==> config.mk <==
export PLATFORM = sky130hd
export DESIGN_NAME = csrb_bridge
export DESIGN_NICKNAME = d
export VERILOG_FILES = /design/src/rtl/csrb_pkg.sv /design/src/rtl/csrb_cmd_decoder.sv /design/src/rtl/csrb_resp_tx.sv /design/src/rtl/csrb_bridge.sv
export SDC_FILE = /design/constraint.sdc
export NUM_CORES = 1
export LEC_CHECK = 0
export BUFFER_PORTS_ARGS = -buffer_cell sky130_fd_sc_hd__clkbuf_2
export CAP_MARGIN = 20
export CORE_ASPECT_RATIO = 0.5
export CORE_UTILIZATION = 57
export CTS_CLUSTER_DIAMETER = 30
export DETAILED_ROUTE_END_ITERATION = 10
export GPL_TIMING_DRIVEN = 0
export PLACE_DENSITY = 0.85
export SLEW_MARGIN = 20
export SYNTH_ARGS = -nofsm -noshare
export SYNTH_HDL_FRONTEND = slang
export SYNTH_SLANG_ARGS = --single-unit
==> constraint.sdc <==
create_clock -name clk -period 5.1 [get_ports clk]
set_input_delay 0.255 -clock clk [delete_from_list [all_inputs] [get_ports clk]]
set_output_delay 0.255 -clock clk [all_outputs]
set_load 0.01 [all_outputs]
==> src/rtl/csrb_pkg.sv <==
package csrb_pkg;

    typedef enum logic [2:0] {
        ST_OPCODE,
        ST_ADDR,
        ST_WDATA,
        ST_ACCESS,
        ST_CAPTURE,
        ST_DRAIN
    } cmd_state_e;

    localparam logic [7:0] OP_CAPS   = 8'h00;
    localparam logic [7:0] OP_READ   = 8'h01;
    localparam logic [7:0] OP_WRITE  = 8'h02;
    localparam logic [7:0] WRITE_ACK = 8'h00;

    localparam int CAP_BYTES = 4;
    localparam int DATA_W    = 8;

    // flag bit positions in capability byte 0
    localparam int CAPF_ACC8    = 0;
    localparam int CAPF_ACC16   = 1;
    localparam int CAPF_ACC32   = 2;
    localparam int CAPF_ACC64   = 3;
    localparam int CAPF_BNONINC = 4;
    localparam int CAPF_BINC    = 5;
    localparam int CAPF_NOADDR  = 6;

    function automatic logic [7:0] cap_byte(input int idx, input int aw);
        logic [7:0] flags;
        flags = '0;
        flags[CAPF_ACC8]    = 1'b1;
        flags[CAPF_ACC16]   = 1'b0;
        flags[CAPF_ACC32]   = 1'b0;
        flags[CAPF_ACC64]   = 1'b0;
        flags[CAPF_BNONINC] = 1'b0;
        flags[CAPF_BINC]    = 1'b0;
        flags[CAPF_NOADDR]  = 1'b0;
        case (idx)
            0:       return flags;
            1:       return 8'd0;
            2:       return 8'(aw);
            default: return 8'(DATA_W);
        endcase
    endfunction

endpackage

==> src/rtl/csrb_cmd_decoder.sv <==
module csrb_cmd_decoder
    import csrb_pkg::*;
#(
    parameter int ADDR_W = 12
) (
    input  logic                     clk,
    input  logic                     rst_n,
    input  logic                     in_valid,
    output logic                     in_ready,
    input  logic [7:0]               in_data,
    output logic [ADDR_W-1:0]        csr_addr,
    output logic                     csr_re,
    output logic                     csr_we,
    output logic [7:0]               csr_wdata,
    input  logic [7:0]               csr_rdata,
    output logic                     tx_load,
    output logic [2:0]               tx_len,
    output logic [CAP_BYTES*8-1:0]   tx_bytes,
    input  logic                     tx_busy
);

    localparam int ADDR_BYTES = (ADDR_W + 7) / 8;
    localparam int CNT_W      = $clog2(ADDR_BYTES + 1);
    localparam logic [CNT_W-1:0] LAST_ADDR = CNT_W'(ADDR_BYTES - 1);

    typedef struct packed {
        cmd_state_e          state;
        logic [ADDR_W-1:0]   addr;
        logic [CNT_W-1:0]    cnt;
        logic                is_write;
        logic [7:0]          wdata;
    } dec_reg_t;

    dec_reg_t dec_d, dec_q;

    logic [CAP_BYTES*8-1:0] cap_vec;

    for (genvar g = 0; g < CAP_BYTES; g++) begin : g_cap
        assign cap_vec[g*8 +: 8] = cap_byte(g, ADDR_W);
    end

    always_comb begin
        dec_d    = dec_q;
        in_ready = 1'b0;
        csr_re   = 1'b0;
        csr_we   = 1'b0;
        tx_load  = 1'b0;
        tx_len   = '0;
        tx_bytes = '0;
        case (dec_q.state)
            ST_OPCODE: begin
                in_ready = 1'b1;
                if (in_valid) begin
                    if (in_data == OP_CAPS) begin
                        tx_load     = 1'b1;
                        tx_len      = 3'(CAP_BYTES);
                        tx_bytes    = cap_vec;
                        dec_d.state = ST_DRAIN;
                    end else if (in_data == OP_READ || in_data == OP_WRITE) begin
                        dec_d.is_write = (in_data == OP_WRITE);
                        dec_d.cnt      = '0;
                        dec_d.addr     = '0;
                        dec_d.state    = ST_ADDR;
                    end
                end
            end
            ST_ADDR: begin
                in_ready = 1'b1;
                if (in_valid) begin
                    dec_d.addr = ADDR_W'({dec_q.addr, in_data});
                    if (dec_q.cnt == LAST_ADDR) begin
                        dec_d.state = dec_q.is_write ? ST_WDATA : ST_ACCESS;
                    end else begin
                        dec_d.cnt = dec_q.cnt + 1'b1;
                    end
                end
            end
            ST_WDATA: begin
                in_ready = 1'b1;
                if (in_valid) begin
                    dec_d.wdata = in_data;
                    dec_d.state = ST_ACCESS;
                end
            end
            ST_ACCESS: begin
                if (dec_q.is_write) begin
                    csr_we        = 1'b1;
                    tx_load       = 1'b1;
                    tx_len        = 3'd1;
                    tx_bytes[7:0] = WRITE_ACK;
                    dec_d.state   = ST_DRAIN;
                end else begin
                    csr_re      = 1'b1;
                    dec_d.state = ST_CAPTURE;
                end
            end
            ST_CAPTURE: begin
                tx_load       = 1'b1;
                tx_len        = 3'd1;
                tx_bytes[7:0] = csr_rdata;
                dec_d.state   = ST_DRAIN;
            end
            ST_DRAIN: begin
                if (!tx_busy) dec_d.state = ST_OPCODE;
            end
            default: dec_d.state = ST_OPCODE;
        endcase
    end

    always_ff @(posedge clk or negedge rst_n) begin
        if (!rst_n) begin
            dec_q.state    <= ST_OPCODE;
            dec_q.addr     <= '0;
            dec_q.cnt      <= '0;
            dec_q.is_write <= 1'b0;
            dec_q.wdata    <= '0;
        end else begin
            dec_q <= dec_d;
        end
    end

    assign csr_addr  = dec_q.addr;
    assign csr_wdata = dec_q.wdata;

endmodule

==> src/rtl/csrb_resp_tx.sv <==
module csrb_resp_tx
    import csrb_pkg::*;
#(
    parameter int SLOTS = CAP_BYTES
) (
    input  logic                 clk,
    input  logic                 rst_n,
    input  logic                 load,
    input  logic [2:0]           len,
    input  logic [SLOTS*8-1:0]   bytes_in,
    output logic                 busy,
    output logic                 out_valid,
    input  logic                 out_ready,
    output logic [7:0]           out_data
);

    localparam int IDX_W = (SLOTS > 1) ? $clog2(SLOTS) : 1;

    typedef struct packed {
        logic [SLOTS*8-1:0] slots;
        logic [IDX_W-1:0]   idx;
        logic [2:0]         left;
    } tx_reg_t;

    tx_reg_t tx_d, tx_q;

    always_comb begin
        tx_d      = tx_q;
        busy      = (tx_q.left != 3'd0);
        out_valid = busy;
        out_data  = tx_q.slots[tx_q.idx*8 +: 8];
        if (out_valid && out_ready) begin
            tx_d.idx  = tx_q.idx + 1'b1;
            tx_d.left = tx_q.left - 3'd1;
        end
        if (load) begin
            tx_d.slots = bytes_in;
            tx_d.idx   = '0;
            tx_d.left  = len;
        end
    end

    always_ff @(posedge clk or negedge rst_n) begin
        if (!rst_n) begin
            tx_q.slots <= '0;
            tx_q.idx   <= '0;
            tx_q.left  <= '0;
        end else begin
            tx_q <= tx_d;
        end
    end

endmodule

==> src/rtl/csrb_bridge.sv <==
module csrb_bridge
    import csrb_pkg::*;
#(
    parameter int ADDR_W = 12
) (
    input  logic              clk,
    input  logic              rst_n,
    input  logic              in_valid,
    output logic              in_ready,
    input  logic [7:0]        in_data,
    output logic              out_valid,
    input  logic              out_ready,
    output logic [7:0]        out_data,
    output logic [ADDR_W-1:0] csr_addr,
    output logic              csr_re,
    output logic              csr_we,
    output logic [7:0]        csr_wdata,
    input  logic [7:0]        csr_rdata
);

    logic                   tx_load;
    logic [2:0]             tx_len;
    logic [CAP_BYTES*8-1:0] tx_bytes;
    logic                   tx_busy;

    csrb_cmd_decoder #(.ADDR_W(ADDR_W)) dec_i (
        .clk       (clk),
        .rst_n     (rst_n),
        .in_valid  (in_valid),
        .in_ready  (in_ready),
        .in_data   (in_data),
        .csr_addr  (csr_addr),
        .csr_re    (csr_re),
        .csr_we    (csr_we),
        .csr_wdata (csr_wdata),
        .csr_rdata (csr_rdata),
        .tx_load   (tx_load),
        .tx_len    (tx_len),
        .tx_bytes  (tx_bytes),
        .tx_busy   (tx_busy)
    );

    csrb_resp_tx #(.SLOTS(CAP_BYTES)) tx_i (
        .clk       (clk),
        .rst_n     (rst_n),
        .load      (tx_load),
        .len       (tx_len),
        .bytes_in  (tx_bytes),
        .busy      (tx_busy),
        .out_valid (out_valid),
        .out_ready (out_ready),
        .out_data  (out_data)
    );

endmodule

# After elaboration in Yosys (flattened, before gate mapping)
# Cells that the tools add are included.
[totals]
regBits = 63
in_bits = 20
word_cells = 74
out_inout_bits = 32
[classes]
n_mux = 31
n_eq_ne = 17
n_shift = 1
reduce_logical = 13
n_addsub = 3
n_bitwise = 1
[op_table]
columns = ["op", "count"]
rows = [
  ["$mux W18", 2],
  ["$mux W32", 1],
  ["$shiftx A32 B6 Y8", 1],
  ["$mux W28", 1],
  ["$pmux W14 S2", 1],
  ["$mux W24", 1],
  ["$mux W3", 6],
  ["$pmux W3 S6", 1],
  ["$mux W17", 1],
  ["$pmux W8 S2", 1],
  ["$mux W15", 1],
  ["$ne A2 B2 Y1 const B", 6],
  ["$reduce_and A6 Y1", 2],
  ["$mux W1", 10],
  ["$mux W5", 2],
  ["$pmux W3 S3", 1],
  ["$eq A8 B1 Y1 const B", 1],
  ["$eq A8 B2 Y1 const B", 1],
  ["$logic_not A8 Y1", 1],
  ["$eq A3 B2 Y1 const B", 2],
  ["$eq A3 B3 Y1 const B", 2],
  ["$reduce_and A5 Y1", 1],
  ["$add A2 B1 Y2 const B", 2],
  ["$ne A2 B1 Y1 const B", 2],
  ["other kinds (15)", 16],
]

# Longest topological paths before layout
[depth]
word_depth = 6
ltp_mapped = 7

# By module
# Synthesis repeated with hierarchy kept, for this count alone.
[unflattened]
hier_cells = 265
hier_area_um2 = 3260.6
[modules_own_cells]
columns = ["mod", "cells_per_inst", "n_inst", "area_each_um2"]
rows = [
  ["csrb_resp_tx", 111, 1, 1679.1],
  ["csrb_cmd_decoder", 154, 1, 1581.5],
]

# Least setup slack after synthesis
# Ideal clock, no wire load.
[synth_timing]
path_kind = "flip-flop to flip-flop"
start = "register dec_i.dec_q[23] (netlist bit)"
end = "register tx_i.tx_q[5] (netlist bit)"
setup_ps = 122
path_stages_with_launch = 7
t_arrival_ps = 1501
period_less_slack_ps = 1622
slack_ps = 3478
t_required_ps = 4978
cell_sequence = "dfrtp_1 buf_2 nor4b_4 nand4_2 and2_1 buf_6 a32o_1"
[synth_via]
elab_chain_len = 2
[synth_rtl]
columns = ["item", "line", "text"]
rows = [
  ["start: declaration", "csrb_cmd_decoder.sv:34", "dec_reg_t dec_d, dec_q;"],
  ["$eq A3 B3 Y1 (tied with other cells)", "csrb_cmd_decoder.sv:50", "case (dec_q.state)"],
  ["$pmux W1 S3 or $pmux W8 S2 (tied branches)", "csrb_cmd_decoder.sv:50", ""],
  ["end signal: assignment", "csrb_resp_tx.sv:49", "tx_q <= tx_d;"],
  ["end: declaration", "csrb_resp_tx.sv:25", "tx_reg_t tx_d, tx_q;"],
]
# Parallel ways exist; a longest one is shown, timed or not.
# A chain may end at the register's enable or synchronous reset.

# Worst setup path after layout
[layout_timing]
start = "register dec_i.dec_q[23] (netlist bit)"
end = "output csr_re"
[layout_via]
elab_chain_len = 2
[layout_rtl]
columns = ["item", "line", "text"]
rows = [
  ["$eq A3 B2 Y1", "csrb_cmd_decoder.sv:50", ""],
  ["$mux W1", "csrb_cmd_decoder.sv:50", ""],
  ["end: declaration", "csrb_bridge.sv:15", "output logic csr_re,"],
]
# Every way passes these cells.

==> results.md <==
- Insertion delay to the later sink of the worst-skew pair: 0.30 ns
- Post-DP HPWL: 3060 um
- R2r endpoint: tx_i.tx_q[5]
- Via count: 1,703
- HP Class: primary input to async pin
- Max Clock Freq: 487 MHz
- CP Class: register to primary output
- WHS: 0.0747 ns
- Post-synth EDFFs: 0
- Final Hold Viols: 0
- DRT iter0 DRCs: 182
- Hold buffers post-CTS: 0
- Syn nets: 228
- Minimum clock period: 2.05 ns
- Boundary Pins: 52
- R2R Setup Slk: 3.31 ns
- Top FF cell, synth: dfrtp_1
- Total gr overflow: 0
- Worst Path Buf+Inv: 4
- Seq cells post-synth: 40
- Die footprint: 3920 um^2
- Critical Path Sink Type: primary output
- Unrepaired setup endpoints after global routing: false
- Largest net degree at the start of global routing: 41
- Final TNS setup: 0 ns
- GP Congestion: 0.825
- Vias in the first global route: 1,445
- Number of port buffers: 51
- VDD IR max: 0.285 mV
- Number of cells on the critical path: 5
- First-pass GRT wire length: 6790 um
- Setup Buffers After CTS: 0
- CP Data Arrival Time: 1.80 ns
- Reg2reg path depth: 6
- CTS H-tree lvls: 2
- Critical Path Max Stage Delay: 0.36 ns
- Slowest CP cell: clkbuf_1
- Clock sink count: 40
- # fillers: 271
- Clk slew on worst S/H paths: 0.08 ns
- Critical Path Fanout Max: 10
- First-pass iteration count of the detailed router: 4
- Status: finished clean
- Die W: 87.6 um
- Antenna viol nets, final: 0
- Max-Slew Margin vs Limit: 0.410
- CP required: 4.85 ns
- Area grow syn2layout: 19.7%
- Max_cap viols: 0
- Post-synthesis cell count: 205
- Initial core utilization: 0.601
- Cell Pwr Density: 630 nW/um^2
- CTS tree: built
- Final Max Tran Viols: 0
- CTS Root Cell: clkbuf_8
- Register area share after synthesis: 0.479
- Critical Path Start Type: register
- Period utilization: 0.403
- Post-Syn Area: 2090 um^2
- DRC violations left: 0
- Share of cells above drive strength 1: 0.367
- Overall Global Routing Usage: 0.233
- Post-cts sizing count: 0
- Worst Setup EP: csr_re
- Leakage: 1.27 nW
- Ant diodes: 0
- Routed vias/inst: 5.41
- Initial antenna violation count: 0
- Synth cell types: 42
- Worst Max-Slew Pin Slew: 0.885 ns
- Core Footprint: 3470 um^2
- Async SR Flop Fraction: 1.00
- Drt wl/cell: 13.8 um
- Final Setup Violations: 0
- Nets: 286
- Yosys warning total: 0
- Clock skew: 0.00427 ns
- Syn Area/Cell: 10.2 um^2
- Buffer depth of the longest clock path: 2
- Worst reg2reg path startpoint: dec_i.dec_q[24]
- Cell family with most CP delay: buffers and inverters
- Crit-path cells: buf_2, clkbuf_1, inv_1, nor4_1, clkbuf_2
- Num CTS Buffers: 5
- Final wirelength: 4340 um
- Die Y: 44.8 um
- Row count: 15
- Crit. Startpoint: dec_i.dec_q[23]
==> state kept, by name, summed over array words and instances, names as in the netlist <==
| name | cells |
|---|---|
| tx_i.tx_q | 14 |
| dec_i.dec_q | 6 |
| dec_i.csr_wdata | 8 |
| dec_i.csr_addr | 12 |
==> cell families after synthesis <==
group                    Yosys count  synth area share
AO/OA/AOI/OAI                     53             0.159
XOR/XNOR                           5            0.0210
adder cells (fa/ha/maj)            3            0.0180
buffers and inverters             36             0.106
flip-flops                        40             0.479
multiplexers                      10            0.0527
AND/OR/NAND/NOR                   58             0.164
==> power breakdown <==
part / internal [mW] / switching [mW]
registers: 0.464 / 0.0911
clock network: 0.108 / 0.112
logic: 0.391 / 0.408
==> final cells by class <==
| type | instances | area (um^2) | area share |
|---|---|---|---|
| repair buffers | 51 | 255 | 0.102 |
| clock buffers | 6 | 82.6 | 0.0330 |
| flip-flops and latches | 40 | 1000 | 0.400 |
| inverters | 6 | 22.5 | 0.00901 |
| clock inverters | 2 | 10.0 | 0.00400 |
| multi-input cells | 129 | 866 | 0.346 |
| plain buffers | 30 | 199 | 0.0796 |
| well taps | 51 | 63.8 | 0.0255 |
==> synth_stat cells, types with 2 or more instances <==
library cell | number | share of area
o21ai_0 | 14 | 0.034
nor2_1 | 8 | 0.014
nand3_1 | 4 | 0.0096
inv_1 | 6 | 0.011
o22a_1 | 2 | 0.0084
ha_1 | 3 | 0.018
mux2i_1 | 2 | 0.0096
mux2_2 | 8 | 0.043
a31oi_1 | 4 | 0.012
buf_2 | 3 | 0.0072
clkbuf_1 | 6 | 0.011
a22o_1 | 8 | 0.034
a21oi_1 | 5 | 0.012
o21ai_1 | 13 | 0.031
nand2_1 | 24 | 0.043
dfrtp_1 | 40 | 0.48
and2_1 | 8 | 0.024
buf_4 | 20 | 0.072
xor2_1 | 4 | 0.017
==> cells in the final DEF (no fill, tap or decap), types with 2 or more instances in the layout <==
master,instances
nand2_1,24
mux2_2,8
clkbuf_1,6
a22o_1,8
clkinv_2,2
nand3_1,4
clkbuf_8,6
nor2_1,8
ha_1,3
o21ai_1,13
a31oi_1,4
buf_2,4
o22a_1,2
inv_1,6
dfrtp_1,40
and2_1,8
buf_4,20
clkbuf_2,50
xor2_1,4
mux2i_1,2
a21oi_1,5
o21ai_0,14
==> worst min path at each step <==
stage                     cells after the start                end  start
final                                         1       tx_i.tx_q[3]  rst_n
after CTS                                     1       tx_i.tx_q[3]  rst_n
after floorplan                               0  dec_i.csr_addr[0]  rst_n
after global placement                        1      tx_i.tx_q[10]  rst_n
after detailed placement                      1      tx_i.tx_q[10]  rst_n
after global routing                          1       tx_i.tx_q[3]  rst_n
==> metal layers <==
layer / share of wire / track usage
met5: 0 / 0
met4: 0.0067 / 0.0820
met3: 0.045 / 0.0548
met2: 0.48 / 0.389
met1: 0.47 / 0.307
==> stage by stage <==
| stage | area (um^2) | setup slack (ns) | total power [mW] | utilization | cells |
|---|---|---|---|---|---|
| after global placement | 2410 | 3.35 | 1.31 | 0.693 | 307 |
| final | 2500 | 3.05 | 1.57 | 0.720 | 315 |
| after floorplan | 2090 | 3.48 | 1.12 | - | 205 |
| after global routing | 2500 | 2.92 | 1.69 | 0.720 | 315 |
| after detailed placement | 2410 | 3.32 | 1.36 | 0.693 | 307 |
| after CTS | 2500 | 3.05 | 1.58 | 0.720 | 315 |
No activity file was read; power rests on OpenSTA's default activity.
